==> config.mk <==
export PLATFORM = sky130hd
export DESIGN_NAME = msi_dcache
export DESIGN_NICKNAME = d
export VERILOG_FILES = /design/src/rtl/msi_dcache.sv
export SDC_FILE = /design/constraint.sdc
export NUM_CORES = 2
export LEC_CHECK = 0
export BUFFER_PORTS_ARGS = -buffer_cell sky130_fd_sc_hd__buf_2
export CORE_ASPECT_RATIO = 0.75
export CORE_MARGIN = 3
export CORE_UTILIZATION = 35
export DETAILED_ROUTE_END_ITERATION = 8
export RECOVER_POWER = 100
export SLEW_MARGIN = 5
export SYNTH_ARGS = -nofsm -noshare
export SYNTH_HDL_FRONTEND = slang
export SYNTH_SLANG_ARGS = --single-unit
==> constraint.sdc <==
create_clock -name clk -period 18.4 [get_ports clk]
set_input_delay 0.92 -clock clk [delete_from_list [all_inputs] [get_ports clk]]
set_output_delay 0.92 -clock clk [all_outputs]
set_load 0.02 [all_outputs]
==> src/rtl/msi_dcache.sv <==
module msi_dcache #(
  parameter int CHILD_ID   = 0,
  parameter int CID_W      = 2,
  parameter int ADDR_W     = 32,
  parameter int WORD_W     = 32,
  parameter int LINE_WORDS = 4,
  parameter int ROWS       = 16,
  parameter int OP_W       = 3,
  parameter int LINE_W     = WORD_W * LINE_WORDS
) (
  input  logic              clk,
  input  logic              rst_n,
  input  logic              req_valid,
  output logic              req_ready,
  input  logic [OP_W-1:0]   req_op,
  input  logic [ADDR_W-1:0] req_addr,
  input  logic [WORD_W-1:0] req_data,
  input  logic [31:0]       req_rid,
  output logic              rsp_valid,
  output logic [WORD_W-1:0] rsp_data,
  output logic [31:0]       rsp_rid,
  output logic              op_err,
  output logic              out_valid,
  input  logic              out_ready,
  output logic              out_is_resp,
  output logic [CID_W-1:0]  out_child,
  output logic [ADDR_W-1:0] out_addr,
  output logic [1:0]        out_state,
  output logic              out_has_data,
  output logic [LINE_W-1:0] out_data,
  input  logic              in_valid,
  output logic              in_ready,
  input  logic              in_is_resp,
  input  logic [ADDR_W-1:0] in_addr,
  input  logic [1:0]        in_state,
  input  logic              in_has_data,
  input  logic [LINE_W-1:0] in_data
);
  localparam int BYTE_W = $clog2(WORD_W / 8);
  localparam int OFF_W  = $clog2(LINE_WORDS);
  localparam int IDX_W  = $clog2(ROWS);
  localparam int LO_W   = BYTE_W + OFF_W;
  localparam int TAG_LO = LO_W + IDX_W;
  localparam int TAG_W  = ADDR_W - TAG_LO;
  localparam logic [1:0] ST_I = 2'd0, ST_S = 2'd1, ST_M = 2'd2;

  typedef enum logic [2:0] {F_IDLE, F_LOOK, F_WB, F_UPREQ, F_WAIT} fsm_t;
  fsm_t fsm;

  logic [1:0]        line_st  [ROWS];
  logic [TAG_W-1:0]  line_tag [ROWS];
  logic [LINE_W-1:0] line_dat [ROWS];

  logic              is_st_q;
  logic [ADDR_W-1:0] addr_q;
  logic [WORD_W-1:0] wdata_q;
  logic [31:0]       rid_q;

  wire [IDX_W-1:0] r_idx  = addr_q[TAG_LO-1:LO_W];
  wire [TAG_W-1:0] r_tag  = addr_q[ADDR_W-1:TAG_LO];
  wire [OFF_W-1:0] r_word = addr_q[LO_W-1:BYTE_W];
  wire [1:0]       r_st   = line_st[r_idx];
  wire             r_tmatch = line_tag[r_idx] == r_tag;
  wire             hit    = r_tmatch && (is_st_q ? (r_st == ST_M) : (r_st != ST_I));
  wire             victim = (r_st != ST_I) && !r_tmatch;

  wire [IDX_W-1:0] d_idx  = in_addr[TAG_LO-1:LO_W];
  wire [1:0]       d_cur  = (line_tag[d_idx] == in_addr[ADDR_W-1:TAG_LO]) ? line_st[d_idx] : ST_I;
  wire             d_need = d_cur > in_state;
  wire             d_take = in_valid && !in_is_resp && (fsm == F_IDLE || fsm == F_WAIT);
  wire             u_take = in_valid && in_is_resp && fsm == F_WAIT;
  wire             d_send = d_take && d_need;

  assign in_ready  = (d_take && (!d_need || out_ready)) || u_take;
  assign req_ready = fsm == F_IDLE && !(in_valid && !in_is_resp);
  assign out_child = CID_W'(CHILD_ID);
  assign out_valid = d_send || fsm == F_WB || fsm == F_UPREQ;

  always_comb begin
    out_is_resp  = 1'b1;
    out_addr     = {in_addr[ADDR_W-1:LO_W], {LO_W{1'b0}}};
    out_state    = in_state;
    out_has_data = d_cur == ST_M;
    out_data     = line_dat[d_idx];
    if (fsm == F_WB) begin
      out_addr     = {line_tag[r_idx], r_idx, {LO_W{1'b0}}};
      out_state    = ST_I;
      out_has_data = r_st == ST_M;
      out_data     = line_dat[r_idx];
    end else if (fsm == F_UPREQ) begin
      out_is_resp  = 1'b0;
      out_addr     = {addr_q[ADDR_W-1:LO_W], {LO_W{1'b0}}};
      out_state    = is_st_q ? ST_M : ST_S;
      out_has_data = 1'b0;
    end
  end

  always_ff @(posedge clk) begin
    if (!rst_n) begin
      fsm       <= F_IDLE;
      rsp_valid <= 1'b0;
      op_err    <= 1'b0;
      for (int i = 0; i < ROWS; i++) line_st[i] <= ST_I;
    end else begin
      rsp_valid <= 1'b0;
      op_err    <= 1'b0;
      if (d_send && out_ready) line_st[d_idx] <= in_state;
      case (fsm)
        F_IDLE: if (req_valid && req_ready) begin
          if (req_op > OP_W'(1)) op_err <= 1'b1;
          else fsm <= F_LOOK;
        end
        F_LOOK: if (hit) begin
          fsm <= F_IDLE;
          if (is_st_q) line_dat[r_idx][r_word*WORD_W +: WORD_W] <= wdata_q;
          else begin
            rsp_valid <= 1'b1;
            rsp_data  <= line_dat[r_idx][r_word*WORD_W +: WORD_W];
            rsp_rid   <= rid_q;
          end
        end else fsm <= victim ? F_WB : F_UPREQ;
        F_WB: if (out_ready) begin
          line_st[r_idx] <= ST_I;
          fsm <= F_UPREQ;
        end
        F_UPREQ: if (out_ready) fsm <= F_WAIT;
        F_WAIT: if (u_take) begin
          line_st[r_idx]  <= in_state;
          line_tag[r_idx] <= r_tag;
          if (in_has_data) line_dat[r_idx] <= in_data;
          fsm <= F_LOOK;
        end
        default: fsm <= F_IDLE;
      endcase
    end
  end

  always_ff @(posedge clk)
    if (fsm == F_IDLE && req_valid && req_ready) begin
      is_st_q <= req_op == OP_W'(1);
      addr_q  <= req_addr;
      wdata_q <= req_data;
      rid_q   <= req_rid;
    end

  assert_bad_op_R9: assert property (@(posedge clk) disable iff (!rst_n)
    (req_valid && req_ready && req_op > OP_W'(1)) |=> (op_err && !rsp_valid));
  assert_upreq_state_R5: assert property (@(posedge clk) disable iff (!rst_n)
    (out_valid && !out_is_resp) |-> (out_state != ST_I));
  assert_msg_hold_R6: assert property (@(posedge clk) disable iff (!rst_n)
    (out_valid && !out_ready) |=> (out_valid && $stable(out_addr) && $stable(out_is_resp)));
  assert_parent_first_R10: assert property (@(posedge clk) disable iff (!rst_n)
    (in_valid && !in_is_resp) |-> !req_ready);
  assert_one_rsp_R3: assert property (@(posedge clk) disable iff (!rst_n)
    rsp_valid |=> !rsp_valid);
endmodule

==> impl_metrics.csv <==
group,metric,value,unit
setup_path,crit_chain,"clkbuf_1 > buf_12 > buf_4 > clkbuf_1 > clkbuf_1 > mux4_2 > nor2b_1 > a211oi_1 > a31oi_1 > nand2_1 > nand2_1 > buf_2",
setup_path,timing.rr.end,"line_dat[6][117]$_DFFE_PP_",
hold_path,hp-class,"input port to flop",
logic_synthesis,synth_edf_count,2623,
die,die_x,690,um
power,p_per_area,108,mW/mm2
power,p_comb_share,18.0,%
setup_path,critPathKind,"flop to output port",
timing,maxSlewHeadroom,-182,%
logic_synthesis,syn_avg_cell_area,19.9,um2
setup_path,r2r_cells,11,
clock_network,htree_num_levels,5,
global_route,antenna_found_initial,60,
clock_network,cts_tree,"built",
logic_synthesis,synthCells,6193,
timing,whs,0.201,ns
logic_synthesis,synth_cell_types,68,
hold_path,hp-start,"req_data[9]",
power,power_frac_seq,44.9,%
clock_network,numCtsBuffers,285,
power,switchingPower,0.00422,W
drt,drt_pass1_iterations,5,
timing,grt_setup_unrepaired,"false",
clock_network,postCtsSetupBuffers,0,
global_route,grt_pass1_wl,584,mm
global_route,grt_overflow_total,0,
clock_network,cts_resized,0,
clock_network,cts-root-buf,"clkbuf_16",
setup_path,crit_top_cell,"clkbuf_1",
status,violations,"max-capacitance violations, max-slew violations",
clock_network,ctsLongestPathBuffers,4,
hold_path,holdPathEnd,"wdata_q[9]$_DFFE_PP_",
die,initial_core_util,35.3,%
drt,drt_iter0_markers,9755,
clock_network,clkTransAtPathRegs,0.06,ns
place,dpl_worst_slack,10.90,ns
clock_network,clock-sinks,2632,
clock_network,clock_latency,0.89,ns
timing,fin_crit_sh,68.8,%
die,die_h,519,um
place,dp_hpwl,255,mm
logic_synthesis,synthTopCellsByCount,"edfxtp_1, mux4_2, nand2_1, clkbuf_1, nand3_1",
place,gp_congestion,0.845,
timing,slew_viol_final,1456,
power,p_leak,43.3,nW
drt,drt-vias-per-instance,6.13,
setup_path,cp_slowest_stage_delay,2.52,ns
logic_synthesis,yosysMostFrequentCell,"edfxtp_1",
die,dieArea,0.359,mm2
finish,drive_above_1_share,34.5,%
timing,fin_crit,12.66,ns
job,maxCapViolations,41,
setup_path,startpoint_type,"flop",
global_route,grt.total_usage,23.3,%
drt,drc,0,
finish,fin_area,0.140,mm2
logic_synthesis,yosys.area.top_type_share,64.1,%
setup_path,end_kind,"output port",
clock_network,cts_hold_buf,0,
timing,worstMarginPinSlew,4.23,ns
power,ir_worst_vdd,72.4,uV
drt,detail_route.wl_per_cell,36.8,um
logic_synthesis,synthesis.area,0.123,mm2
drt,ant_nets,0,
power,internal_power,0.0109,W
drt,dr_total_vias,70900,
die,coreArea,0.348,mm2
global_route,grt_start_max_net_pins,122,
setup_path,crit_path_max_fanout,82,
finish,area_delta_synth_final,13.6,%
timing,skew,0.0856,ns
place,placed_area,0.132,mm2
drt,wl,426,mm
setup_path,worst_path_max_delay_cell,"clkbuf_1",
die,ios,503,
setup_path,rrSetupSlack,6.09,ns
power,power_frac_clock,37.1,%
logic_synthesis,yosysTopAreaCell,"edfxtp_1",
finish,nets,6953,
place,port_buffers,490,
timing,setup_viol,0,
logic_synthesis,synth_warnings,0,
logic_synthesis,synth.yosys.seq_area_share,64.2,%
global_route,grt_pass1_vias,70700,
logic_synthesis,ys_ff_latch,2632,
timing,clock.fmax,79.0,MHz
timing,hold_viol_final,0,
logic_synthesis,synthArstFlopShare,0,%
setup_path,required,17.48,ns
power,sw_frac_of_total,28.0,%
status,status,"complete, but fails checks",
timing,layout_setup_ws,5.74,ns
power,power,0.0151,W
logic_synthesis,synth.area.top_cells,"edfxtp_1, mux4_2, nand2_1, clkbuf_1, mux2i_1",
timing,fin_setup_tns,0,ns
die,row_count,187,
logic_synthesis,ys.flop_type,"edfxtp_1",
hold_path,holdPathStages,1,
setup_path,cp_data_arrival_time,11.74,ns
## area by class of cell
type                            count  area [um2]
Clock buffer                      350        7570
Multi-Input combinational cell   3061       42300
Antenna cell                       36        90.1
Clock inverter                    158        1330
Timing Repair Buffer              679        3540
Tap cell                         4630        5790
Inverter                           19        80.1
Fill cell                       30900      208000
Sequential cell                  2632       79000
## cells by family after synthesis
group | share of synthesized area, %
fa+ha+maj | 0.0712
simple gates | 3.88
compound gates | 1.31
other cells | 0.00305
mux | 28.3
flops | 64.2
xor+xnor | 0.442
buf+inv | 1.78
## power groups by stage
| stage | clock, W | sequential, W | combinational [W] |
|---|---|---|---|
| 3_5_place_dp | 0 | 0.00690 | 0.00269 |
| 4_1_cts | 0.00567 | 0.00677 | 0.00270 |
| 6_report | 0.00560 | 0.00678 | 0.00272 |
| 2_1_floorplan | 0 | 0.00683 | 0.00162 |
| 3_3_place_gp | 0 | 0.00690 | 0.00268 |
| 5_1_grt | 0.00591 | 0.00678 | 0.00283 |
## worst max-delay path: cells and delay by family, from the launching register on
kind | cells | cell delay (ns)
muxes | 1 | 0.55
buffers and inverters | 6 | 8.36
DFF | 1 | 0.65
AOI/OAI and AO/OA | 2 | 0.57
and+or+nand+nor | 3 | 0.47
## sequential cells by signal (all words and copies together) (netlist names), named ones only
signal and cells:
line_dat 2048, line_tag 384, line_st 32, rid_q 32
rsp_data 32, rsp_rid 32, wdata_q 32, addr_q 30
fsm 3, is_st_q 1, op_err 1, rsp_valid 1
## stage by stage
step                std cells  utilization [%]
global route            11500             40.1
floorplan                6198                -
global placement        11000             37.8
CTS                     11500             40.4
detailed placement      11000             37.8
finish                  11600             40.1
## placed cells by master, fill, tap and decap left out, types with 27 or more instances in the layout
master | Yosys | routed
edfxtp_1 | 2623 | 2623
mux4_2 | 1490 | 1490
nand2_1 | 761 | 760
clkbuf_1 | 262 | 330
clkbuf_16 | 0 | 294
buf_2 | 117 | 252
nand3_1 | 147 | 147
buf_4 | 12 | 143
mux2i_1 | 87 | 87
nor2_1 | 96 | 80
clkinv_1 | 2 | 62
o21ai_0 | 61 | 61
a21oi_1 | 88 | 59
clkinv_2 | 0 | 46
diode_2 | 0 | 36
xnor2_1 | 35 | 35
a31oi_1 | 33 | 33
a21oi_4 | 0 | 29
xor2_1 | 27 | 27
nor2b_1 | 28 | 27
## how the worst max path moves through the flow
stage	from	cells after the start	end	slack [ns]
2_1_floorplan	flop	10	rsp_data[0]$_DFFE_PP_	9.02
3_3_place_gp	in_addr[7]	16	line_st[5][1]$_SDFFCE_PN0P_	10.86
3_5_place_dp	in_addr[4]	16	line_st[4][1]$_SDFFCE_PN0P_	10.90
4_1_cts	flop	12	out_data[75]	10.91
5_1_grt	flop	8	out_data[18]	5.69
6_report	flop	12	out_data[75]	5.74
## routing by layer
layer  up-vias  track usage (%)  wire length (um)
li1      27400                -                 -
met1     38200             30.9            159000
met2      4400             35.9            196000
met3       846             5.76             45500
met4        20             11.4             24600
met5         -                0               130
Power figures use the tool's default switching activity.
